File: src/rtl/spt_pkg.sv
package spt_pkg;
  localparam int BYTE_W = 8;
  localparam int BIT_CNT_W = $clog2(BYTE_W);

  typedef struct packed {
    logic idle_high;   // clock idle level
    logic late_sample; // sample on trailing edge
    logic lsb_first;
  } spt_cfg_t;
endpackage

File: src/rtl/spt_sync.sv
module spt_sync #(
  parameter int W = 1,
  parameter int STAGES = 2,
  parameter logic [W-1:0] RST_VAL = '0
) (
  input  logic         clk,
  input  logic         rst,
  input  logic [W-1:0] d_i,
  output logic [W-1:0] q_o
);
  logic [W-1:0] chain [STAGES];

  generate
    for (genvar s = 0; s < STAGES; s++) begin : g_stage
      always_ff @(posedge clk) begin
        if (rst) chain[s] <= RST_VAL;
        else if (s == 0) chain[s] <= d_i;
        else chain[s] <= chain[(s == 0) ? 0 : s-1];
      end
    end
  endgenerate

  assign q_o = chain[STAGES-1];
endmodule

File: src/rtl/spt_frame.sv
module spt_frame
  import spt_pkg::*;
(
  input  logic     clk,
  input  logic     rst,
  input  logic     sck_i,
  input  logic     csn_i,
  input  logic     mosi_i,
  input  spt_cfg_t cfg_i,
  input  logic     grant_i,
  output logic     start_o,
  output logic     stop_o,
  output logic     active_o,
  output logic     smp_evt_o,
  output logic     drv_evt_o,
  output logic     mosi_s_o,
  output spt_cfg_t cfg_o,
  output logic     grant_o
);
  logic [2:0] pins_s;
  logic sck_s, csn_s;
  logic sck_d, csn_d;
  logic rise, fall, lead, trail;

  spt_sync #(.W(3), .STAGES(2), .RST_VAL(3'b010)) u_sync (
    .clk (clk),
    .rst (rst),
    .d_i ({sck_i, csn_i, mosi_i}),
    .q_o (pins_s)
  );

  assign sck_s    = pins_s[2];
  assign csn_s    = pins_s[1];
  assign mosi_s_o = pins_s[0];

  assign rise  = ~sck_d & sck_s;
  assign fall  = sck_d & ~sck_s;
  assign lead  = cfg_o.idle_high ? fall : rise;
  assign trail = cfg_o.idle_high ? rise : fall;

  assign start_o   = csn_d & ~csn_s;
  assign stop_o    = ~csn_d & csn_s & active_o;
  assign smp_evt_o = active_o & ~stop_o & (cfg_o.late_sample ? trail : lead);
  assign drv_evt_o = active_o & ~stop_o & (cfg_o.late_sample ? lead : trail);

  always_ff @(posedge clk) begin
    if (rst) begin
      sck_d    <= 1'b0;
      csn_d    <= 1'b1;
      active_o <= 1'b0;
      cfg_o    <= '0;
      grant_o  <= 1'b0;
    end else begin
      sck_d <= sck_s;
      csn_d <= csn_s;
      if (start_o) begin
        active_o <= 1'b1;
        cfg_o    <= cfg_i;
        grant_o  <= grant_i;
      end else if (stop_o) begin
        active_o <= 1'b0;
      end
    end
  end
endmodule

File: src/rtl/spt_txpath.sv
module spt_txpath
  import spt_pkg::*;
#(
  parameter int IDX_W = 8
) (
  input  logic              clk,
  input  logic              rst,
  input  logic              start_i,
  input  logic              stop_i,
  input  logic              active_i,
  input  logic              drv_evt_i,
  input  logic              late_sample_i,
  input  logic              lsb_first_i,
  input  logic              grant_i,
  input  logic [IDX_W-1:0]  tx_limit_i,
  input  logic [BYTE_W-1:0] ovr_char_i,
  input  logic [BYTE_W-1:0] def_char_i,
  input  logic [BYTE_W-1:0] rd_data_i,
  output logic              rd_en_o,
  output logic [IDX_W-1:0]  rd_addr_o,
  output logic              miso_o
);
  logic [IDX_W-1:0]     fetch_idx;
  logic [BYTE_W-1:0]    nxt_byte;
  logic                 nxt_valid;
  logic                 rd_wait;
  logic [BYTE_W-1:0]    shreg, shreg_n;
  logic [BIT_CNT_W-1:0] bitpos, bitpos_n;
  logic                 first_pend;
  logic                 issue, from_mem, ld_first, ld_edge, load, out_bit;

  assign issue    = active_i & ~nxt_valid & ~rd_en_o & ~rd_wait;
  assign from_mem = grant_i & (fetch_idx < tx_limit_i);
  assign ld_first = first_pend & ~late_sample_i & nxt_valid;
  assign ld_edge  = drv_evt_i & (late_sample_i ? (bitpos == '0) : (bitpos == '1));
  assign load     = ld_first | ld_edge;

  always_comb begin
    shreg_n  = shreg;
    bitpos_n = bitpos;
    if (load) begin
      shreg_n = nxt_byte;
    end else if (drv_evt_i) begin
      shreg_n = lsb_first_i ? {1'b0, shreg[BYTE_W-1:1]} : {shreg[BYTE_W-2:0], 1'b0};
    end
    if (ld_first) bitpos_n = '0;
    else if (drv_evt_i) bitpos_n = bitpos + 1'b1;
    out_bit = lsb_first_i ? shreg_n[0] : shreg_n[BYTE_W-1];
  end

  always_ff @(posedge clk) begin
    if (rst) begin
      fetch_idx  <= '0;
      nxt_byte   <= '0;
      nxt_valid  <= 1'b0;
      rd_en_o    <= 1'b0;
      rd_addr_o  <= '0;
      rd_wait    <= 1'b0;
      shreg      <= '0;
      bitpos     <= '0;
      first_pend <= 1'b0;
      miso_o     <= 1'b0;
    end else if (start_i) begin
      fetch_idx  <= '0;
      nxt_valid  <= 1'b0;
      rd_en_o    <= 1'b0;
      rd_wait    <= 1'b0;
      shreg      <= '0;
      bitpos     <= '0;
      first_pend <= 1'b1;
      miso_o     <= 1'b0;
    end else begin
      rd_en_o <= issue & from_mem;
      rd_wait <= rd_en_o;
      if (issue) begin
        rd_addr_o <= fetch_idx;
        fetch_idx <= (fetch_idx == '1) ? fetch_idx : fetch_idx + 1'b1;
        if (!from_mem) begin
          nxt_byte  <= grant_i ? ovr_char_i : def_char_i;
          nxt_valid <= 1'b1;
        end
      end
      if (rd_wait) begin
        nxt_byte  <= rd_data_i;
        nxt_valid <= 1'b1;
      end
      if (load) begin
        nxt_valid  <= 1'b0;
        first_pend <= 1'b0;
      end
      shreg  <= stop_i ? '0 : shreg_n;
      bitpos <= bitpos_n;
      miso_o <= active_i & ~stop_i & out_bit;
    end
  end
endmodule

File: src/rtl/spt_rxpath.sv
module spt_rxpath
  import spt_pkg::*;
#(
  parameter int IDX_W = 8
) (
  input  logic              clk,
  input  logic              rst,
  input  logic              start_i,
  input  logic              stop_i,
  input  logic              smp_evt_i,
  input  logic              mosi_i,
  input  logic              lsb_first_i,
  input  logic              grant_i,
  input  logic [IDX_W-1:0]  rx_limit_i,
  input  logic [IDX_W-1:0]  tx_limit_i,
  input  logic [1:0]        clr_i,
  output logic              wr_en_o,
  output logic [IDX_W-1:0]  wr_addr_o,
  output logic [BYTE_W-1:0] wr_data_o,
  output logic [IDX_W-1:0]  rx_count_o,
  output logic [IDX_W-1:0]  tx_count_o,
  output logic              end_o,
  output logic              flag_ovr_o,
  output logic              flag_ovf_o
);
  logic [BYTE_W-1:0]    rshreg, rshreg_n;
  logic [BIT_CNT_W-1:0] rbit;
  logic [IDX_W-1:0]     byte_cnt;
  logic                 byte_done, in_rx, in_tx, ovf_set, ovr_set;

  assign rshreg_n  = lsb_first_i ? {mosi_i, rshreg[BYTE_W-1:1]} : {rshreg[BYTE_W-2:0], mosi_i};
  assign byte_done = smp_evt_i & (rbit == '1);
  assign in_rx     = byte_cnt < rx_limit_i;
  assign in_tx     = byte_cnt < tx_limit_i;
  assign ovf_set   = byte_done & grant_i & ~in_rx;
  assign ovr_set   = byte_done & grant_i & ~in_tx;

  always_ff @(posedge clk) begin
    if (rst) begin
      rshreg     <= '0;
      rbit       <= '0;
      byte_cnt   <= '0;
      wr_en_o    <= 1'b0;
      wr_addr_o  <= '0;
      wr_data_o  <= '0;
      rx_count_o <= '0;
      tx_count_o <= '0;
      end_o      <= 1'b0;
      flag_ovr_o <= 1'b0;
      flag_ovf_o <= 1'b0;
    end else begin
      wr_en_o    <= 1'b0;
      end_o      <= 1'b0;
      flag_ovf_o <= ovf_set | (flag_ovf_o & ~clr_i[1]);
      flag_ovr_o <= ovr_set | (flag_ovr_o & ~clr_i[0]);
      if (start_i) begin
        rshreg   <= '0;
        rbit     <= '0;
        byte_cnt <= '0;
      end else if (smp_evt_i) begin
        rshreg <= rshreg_n;
        rbit   <= rbit + 1'b1;
        if (byte_done) begin
          byte_cnt <= (byte_cnt == '1) ? byte_cnt : byte_cnt + 1'b1;
          if (grant_i && in_rx) begin
            wr_en_o   <= 1'b1;
            wr_addr_o <= byte_cnt;
            wr_data_o <= rshreg_n;
          end
        end
      end
      if (stop_i && grant_i) begin
        end_o      <= 1'b1;
        rx_count_o <= in_rx ? byte_cnt : rx_limit_i;
        tx_count_o <= in_tx ? byte_cnt : tx_limit_i;
      end
    end
  end
endmodule

File: src/rtl/spi_target_engine.sv
module spi_target_engine
  import spt_pkg::*;
#(
  parameter int IDX_W = 8
) (
  input  logic             clk,
  input  logic             rst,
  input  logic             sck_i,
  input  logic             csn_i,
  input  logic             mosi_i,
  output logic             miso_o,
  input  logic [1:0]       mode_i,
  input  logic             lsb_first_i,
  input  logic             grant_i,
  input  logic [IDX_W-1:0] tx_limit_i,
  input  logic [IDX_W-1:0] rx_limit_i,
  input  logic [7:0]       ovr_char_i,
  input  logic [7:0]       def_char_i,
  output logic             tx_rd_en_o,
  output logic [IDX_W-1:0] tx_rd_addr_o,
  input  logic [7:0]       tx_rd_data_i,
  output logic             rx_wr_en_o,
  output logic [IDX_W-1:0] rx_wr_addr_o,
  output logic [7:0]       rx_wr_data_o,
  output logic [IDX_W-1:0] tx_count_o,
  output logic [IDX_W-1:0] rx_count_o,
  output logic             end_o,
  output logic             flag_overread_o,
  output logic             flag_overflow_o,
  input  logic [1:0]       flag_clr_i
);
  spt_cfg_t cfg_in, cfg_l;
  logic start, stop, active, smp_evt, drv_evt, mosi_s, grant_l;

  assign cfg_in = '{idle_high: mode_i[1], late_sample: mode_i[0], lsb_first: lsb_first_i};

  spt_frame u_frame (
    .clk       (clk),
    .rst       (rst),
    .sck_i     (sck_i),
    .csn_i     (csn_i),
    .mosi_i    (mosi_i),
    .cfg_i     (cfg_in),
    .grant_i   (grant_i),
    .start_o   (start),
    .stop_o    (stop),
    .active_o  (active),
    .smp_evt_o (smp_evt),
    .drv_evt_o (drv_evt),
    .mosi_s_o  (mosi_s),
    .cfg_o     (cfg_l),
    .grant_o   (grant_l)
  );

  spt_txpath #(.IDX_W(IDX_W)) u_tx (
    .clk           (clk),
    .rst           (rst),
    .start_i       (start),
    .stop_i        (stop),
    .active_i      (active),
    .drv_evt_i     (drv_evt),
    .late_sample_i (cfg_l.late_sample),
    .lsb_first_i   (cfg_l.lsb_first),
    .grant_i       (grant_l),
    .tx_limit_i    (tx_limit_i),
    .ovr_char_i    (ovr_char_i),
    .def_char_i    (def_char_i),
    .rd_data_i     (tx_rd_data_i),
    .rd_en_o       (tx_rd_en_o),
    .rd_addr_o     (tx_rd_addr_o),
    .miso_o        (miso_o)
  );

  spt_rxpath #(.IDX_W(IDX_W)) u_rx (
    .clk         (clk),
    .rst         (rst),
    .start_i     (start),
    .stop_i      (stop),
    .smp_evt_i   (smp_evt),
    .mosi_i      (mosi_s),
    .lsb_first_i (cfg_l.lsb_first),
    .grant_i     (grant_l),
    .rx_limit_i  (rx_limit_i),
    .tx_limit_i  (tx_limit_i),
    .clr_i       (flag_clr_i),
    .wr_en_o     (rx_wr_en_o),
    .wr_addr_o   (rx_wr_addr_o),
    .wr_data_o   (rx_wr_data_o),
    .rx_count_o  (rx_count_o),
    .tx_count_o  (tx_count_o),
    .end_o       (end_o),
    .flag_ovr_o  (flag_overread_o),
    .flag_ovf_o  (flag_overflow_o)
  );
endmodule

File: config.mk
export PLATFORM = sky130hd
export DESIGN_NAME = spi_target_engine
export DESIGN_NICKNAME = d
export VERILOG_FILES = /design/src/rtl/spt_pkg.sv /design/src/rtl/spt_sync.sv /design/src/rtl/spt_frame.sv /design/src/rtl/spt_txpath.sv /design/src/rtl/spt_rxpath.sv /design/src/rtl/spi_target_engine.sv
export SDC_FILE = /design/constraint.sdc
export NUM_CORES = 1
export LEC_CHECK = 0
export BUFFER_PORTS_ARGS = -buffer_cell sky130_fd_sc_hd__buf_2
export CAP_MARGIN = 20
export CORE_AREA = 5 5 109 111
export CTS_CLUSTER_DIAMETER = 50
export DETAILED_ROUTE_END_ITERATION = 8
export DIE_AREA = 0 0 114 116
export PLACE_DENSITY = 0.75
export RECOVER_POWER = 100
export SLEW_MARGIN = 20
export SYNTH_ARGS = -nofsm -noshare
export SYNTH_HDL_FRONTEND = slang
export SYNTH_SLANG_ARGS = --single-unit
File: constraint.sdc
create_clock -name clk -period 2.7 [get_ports clk]
set_clock_uncertainty 0.15 [all_clocks]
set_input_delay 0.81 -clock clk [delete_from_list [all_inputs] [get_ports clk]]
set_output_delay 0.81 -clock clk [all_outputs]
set_load 0.01 [all_outputs]
==> impl_metrics.csv <==
group,metric,value,unit
yosys,syn_area,0.00529,sq mm
floorplanning,initial_core_util,49.4,%
timing,slew_headroom,29.3,%
timing,min_period,2.49,ns
timing,rsz0062_at_grt,"false",
final_layout,area_delta_synth_final,15.1,%
yosys,synth.distinct_cells,50,
global_routing,antenna_found_initial,0,
yosys,yosys_warnings,0,
clock_tree,cts_tree,"yes",
worst_setup_path,worstSetupEndpointType,"flip-flop",
yosys,synth_seq_cells,108,
routing,drc,0,
final_layout,fin_cells,810,
yosys,syn_area_per_cell,9.36,sq um
routing,antenna_left,0,
final_layout,drive_gt1_share,16.0,%
timing,timing.final.crit_share,92.3,%
place,placed_cell_area,0.00600,sq mm
place,routabilityCongestion,0.810,
global_routing,grt-ovfl-total,0,
global_routing,grt_pass1_vias,4253,
outcome,outcome,"finished, final reports clean",
yosys,syn_nets,644,
clock_tree,cts-htree-levels,3,
floorplanning,ios,97,
final_layout,final_nets,744,
place,place_inst,794,
yosys,postSynth.asyncResetShare,0,%
worst_setup_path,critPathLaunchType,"input port",
clock_tree,cts-hold-fix-buffers,0,
final_layout,final_area,0.00609,sq mm
global_routing,grt_max_degree,35,
routing,drt-initial-drc-count,194,
floorplanning,dieArea,0.0132,sq mm
pwr,powerDensity,471,mW/mm^2
worst_setup_path,critPathRequiredTime,2.77,ns
final_layout,diodes,0,
place,port_buffers,96,
final_layout,layout_commonest_cell,"dfxtp_1",
timing,slew_viol_final,0,
timing,final-setup-viol-count,0,
timing,worst_slew_pin_slew,1.06,ns
clock_tree,ctsRootBufferMaster,"clkbuf_8",
timing,fmax,401,MHz
routing,drt_wl_total,12.1,mm
place,dpl.hpwl,9.23,mm
yosys,synth_edf_count,0,
place,place_ws,-0.123,ns
timing,setup_slack,0.208,ns
pwr,p_leak,2.52,nW
floorplanning,rows,38,
clock_tree,cts_buffer_depth,2,
clock_tree,numCtsBuffers,9,
floorplanning,die_h,116,um
worst_setup_path,crit_fanout,9,
clock_tree,cts_setup_buffers,0,
routing,wl_per_cell,15.0,um
worst_setup_path,arrival,2.56,ns
clock_tree,post_cts_resized,0,
clock_tree,path_clk_slew,0.10,ns
timing,hold_violations,0,
routing,first_pass_iters,4,
timing,fin_tns_setup,0,ns
job,drv_cap,0,
yosys,netlist_instances,565,
hold_path,min_path_type,"flip-flop to flip-flop",
final_layout,final_cell_mix,"108 x dfxtp_1, 96 x nor2_1, 55 x mux2i_1, 52 x clkbuf_1, 49 x buf_2",
routing,routed_via_density,5.32,
worst_setup_path,path_class,"input port to flip-flop",
clock_tree,cts_sinks,108,
pwr,ir_drop,341,uV
floorplanning,core-area,0.0107,sq mm
global_routing,grtUsageTotal,18.7,%
yosys,ys.flop_type,"dfxtp_1",
global_routing,grt_pass1_wl,20.3,mm
yosys,synth_seq_area_share,40.9,%
clock_tree,worstSkewPairLatency,0.37,ns
routing,vias,4312,
floorplanning,die_x,114,um
==> final cells by class <==
type,instances,area [sq um]
well taps,140,175
clock buffers,10,138
inverters,21,78.8
clock inverters,6,70.1
fillers,964,4610
multi-input cells,403,2850
flip-flops and latches,108,2160
repair buffers,122,608
==> routing by layer <==
metal | global-route usage [%] | part of all wire, %
met4 | 6.18 | 1.7
met2 | 33.2 | 51
met1 | 23.0 | 44
met5 | 0 | 0
met3 | 3.29 | 3.2
==> cells in the mapped netlist (3+ instances only) <==
library cell / instances / share of area (%)
dfxtp_1: 108 / 41
nor2_1: 96 / 6.8
mux2i_1: 55 / 10
a211oi_1: 34 / 4.8
ha_1: 28 / 6.6
nand2_1: 26 / 1.8
clkbuf_1: 24 / 1.7
inv_1: 21 / 1.5
a21oi_1: 19 / 1.8
nand2b_1: 18 / 2.1
xor2_1: 12 / 2.0
a21o_1: 10 / 1.4
a211oi_2: 9 / 2.1
nor2b_1: 9 / 1.1
nand4_1: 8 / 0.95
or4_1: 8 / 1.1
o21ai_1: 7 / 0.66
a22oi_1: 6 / 0.85
mux2_2: 6 / 1.3
and3_1: 5 / 0.59
xnor2_1: 5 / 0.83
and2_1: 4 / 0.47
buf_2: 4 / 0.38
nand3_1: 4 / 0.38
o41ai_1: 4 / 0.66
and4_1: 3 / 0.50
or2_2: 3 / 0.35
==> worst paths after layout <==
| path | slack, ns | end | startpoint | cells after the start |
|---|---|---|---|---|
| min | 0.28 | u_frame.u_sync.chain[1][1]$_SDFF_PP1_ | u_frame.u_sync.chain[0][1]$_SDFF_PP1_ | 1 |
| max reg2reg | 0.27 | u_tx.shreg[3]$_SDFFE_PP0P_ | u_frame.cfg_o[1]$_SDFFE_PP0P_ | 6 |
| min reg2reg | 0.28 | u_frame.u_sync.chain[1][1]$_SDFF_PP1_ | u_frame.u_sync.chain[0][1]$_SDFF_PP1_ | 1 |
| max | 0.21 | u_tx.nxt_byte[0]$_SDFFE_PP0P_ | tx_limit_i[6] | 10 |
==> worst max-delay path: stages <==
cell	delay (ns)
buf_2	0.10
inv_1	0.07
ha_1	0.33
a21o_1	0.19
a21oi_1	0.18
nor2_1	0.07
a311oi_2	0.28
clkbuf_1	0.30
or4_1	0.17
o31ai_1	0.06
==> sequential cells by signal (all words and copies together) (netlist names), 3 cells and up <==
signal and cells:
u_rx.rx_count_o 8, u_frame.cfg_o 3, u_tx.bitpos 3, u_rx.rshreg 8, u_frame.u_sync.chain 6, u_rx.rbit 3, u_rx.byte_cnt 8, u_tx.rd_addr_o 8
u_tx.fetch_idx 8, u_rx.wr_addr_o 8, u_rx.wr_data_o 8, u_tx.nxt_byte 8, u_tx.shreg 8, u_rx.tx_count_o 8
==> per-stage QoR <==
| stage | util [%] | hold WS (ns) | total power [mW] |
|---|---|---|---|
| after detailed placement | 56.1 | 0.256 | 1.87 |
| after global routing | 56.9 | 0.298 | 2.99 |
| final | 56.9 | 0.280 | 2.87 |
| after CTS | 58.0 | 0.291 | 2.89 |
| after floorplan | - | 0.239 | 1.79 |
| after global placement | 56.1 | 0.253 | 1.87 |
==> power breakdown <==
group	internal, mW	switching (mW)
Combinational	0.0870	0.116
Clock	0.463	0.574
Sequential	1.61	0.0155
==> cell families after synthesis <==
logic type      share of synthesized area (%)
simple gates                             17.5
flops                                    40.9
compound gates                           15.1
mux                                      12.4
buf+inv                                  4.35
fa+ha+maj                                6.63
xor+xnor                                 3.12
No activity file was read; power rests on OpenSTA's default activity.
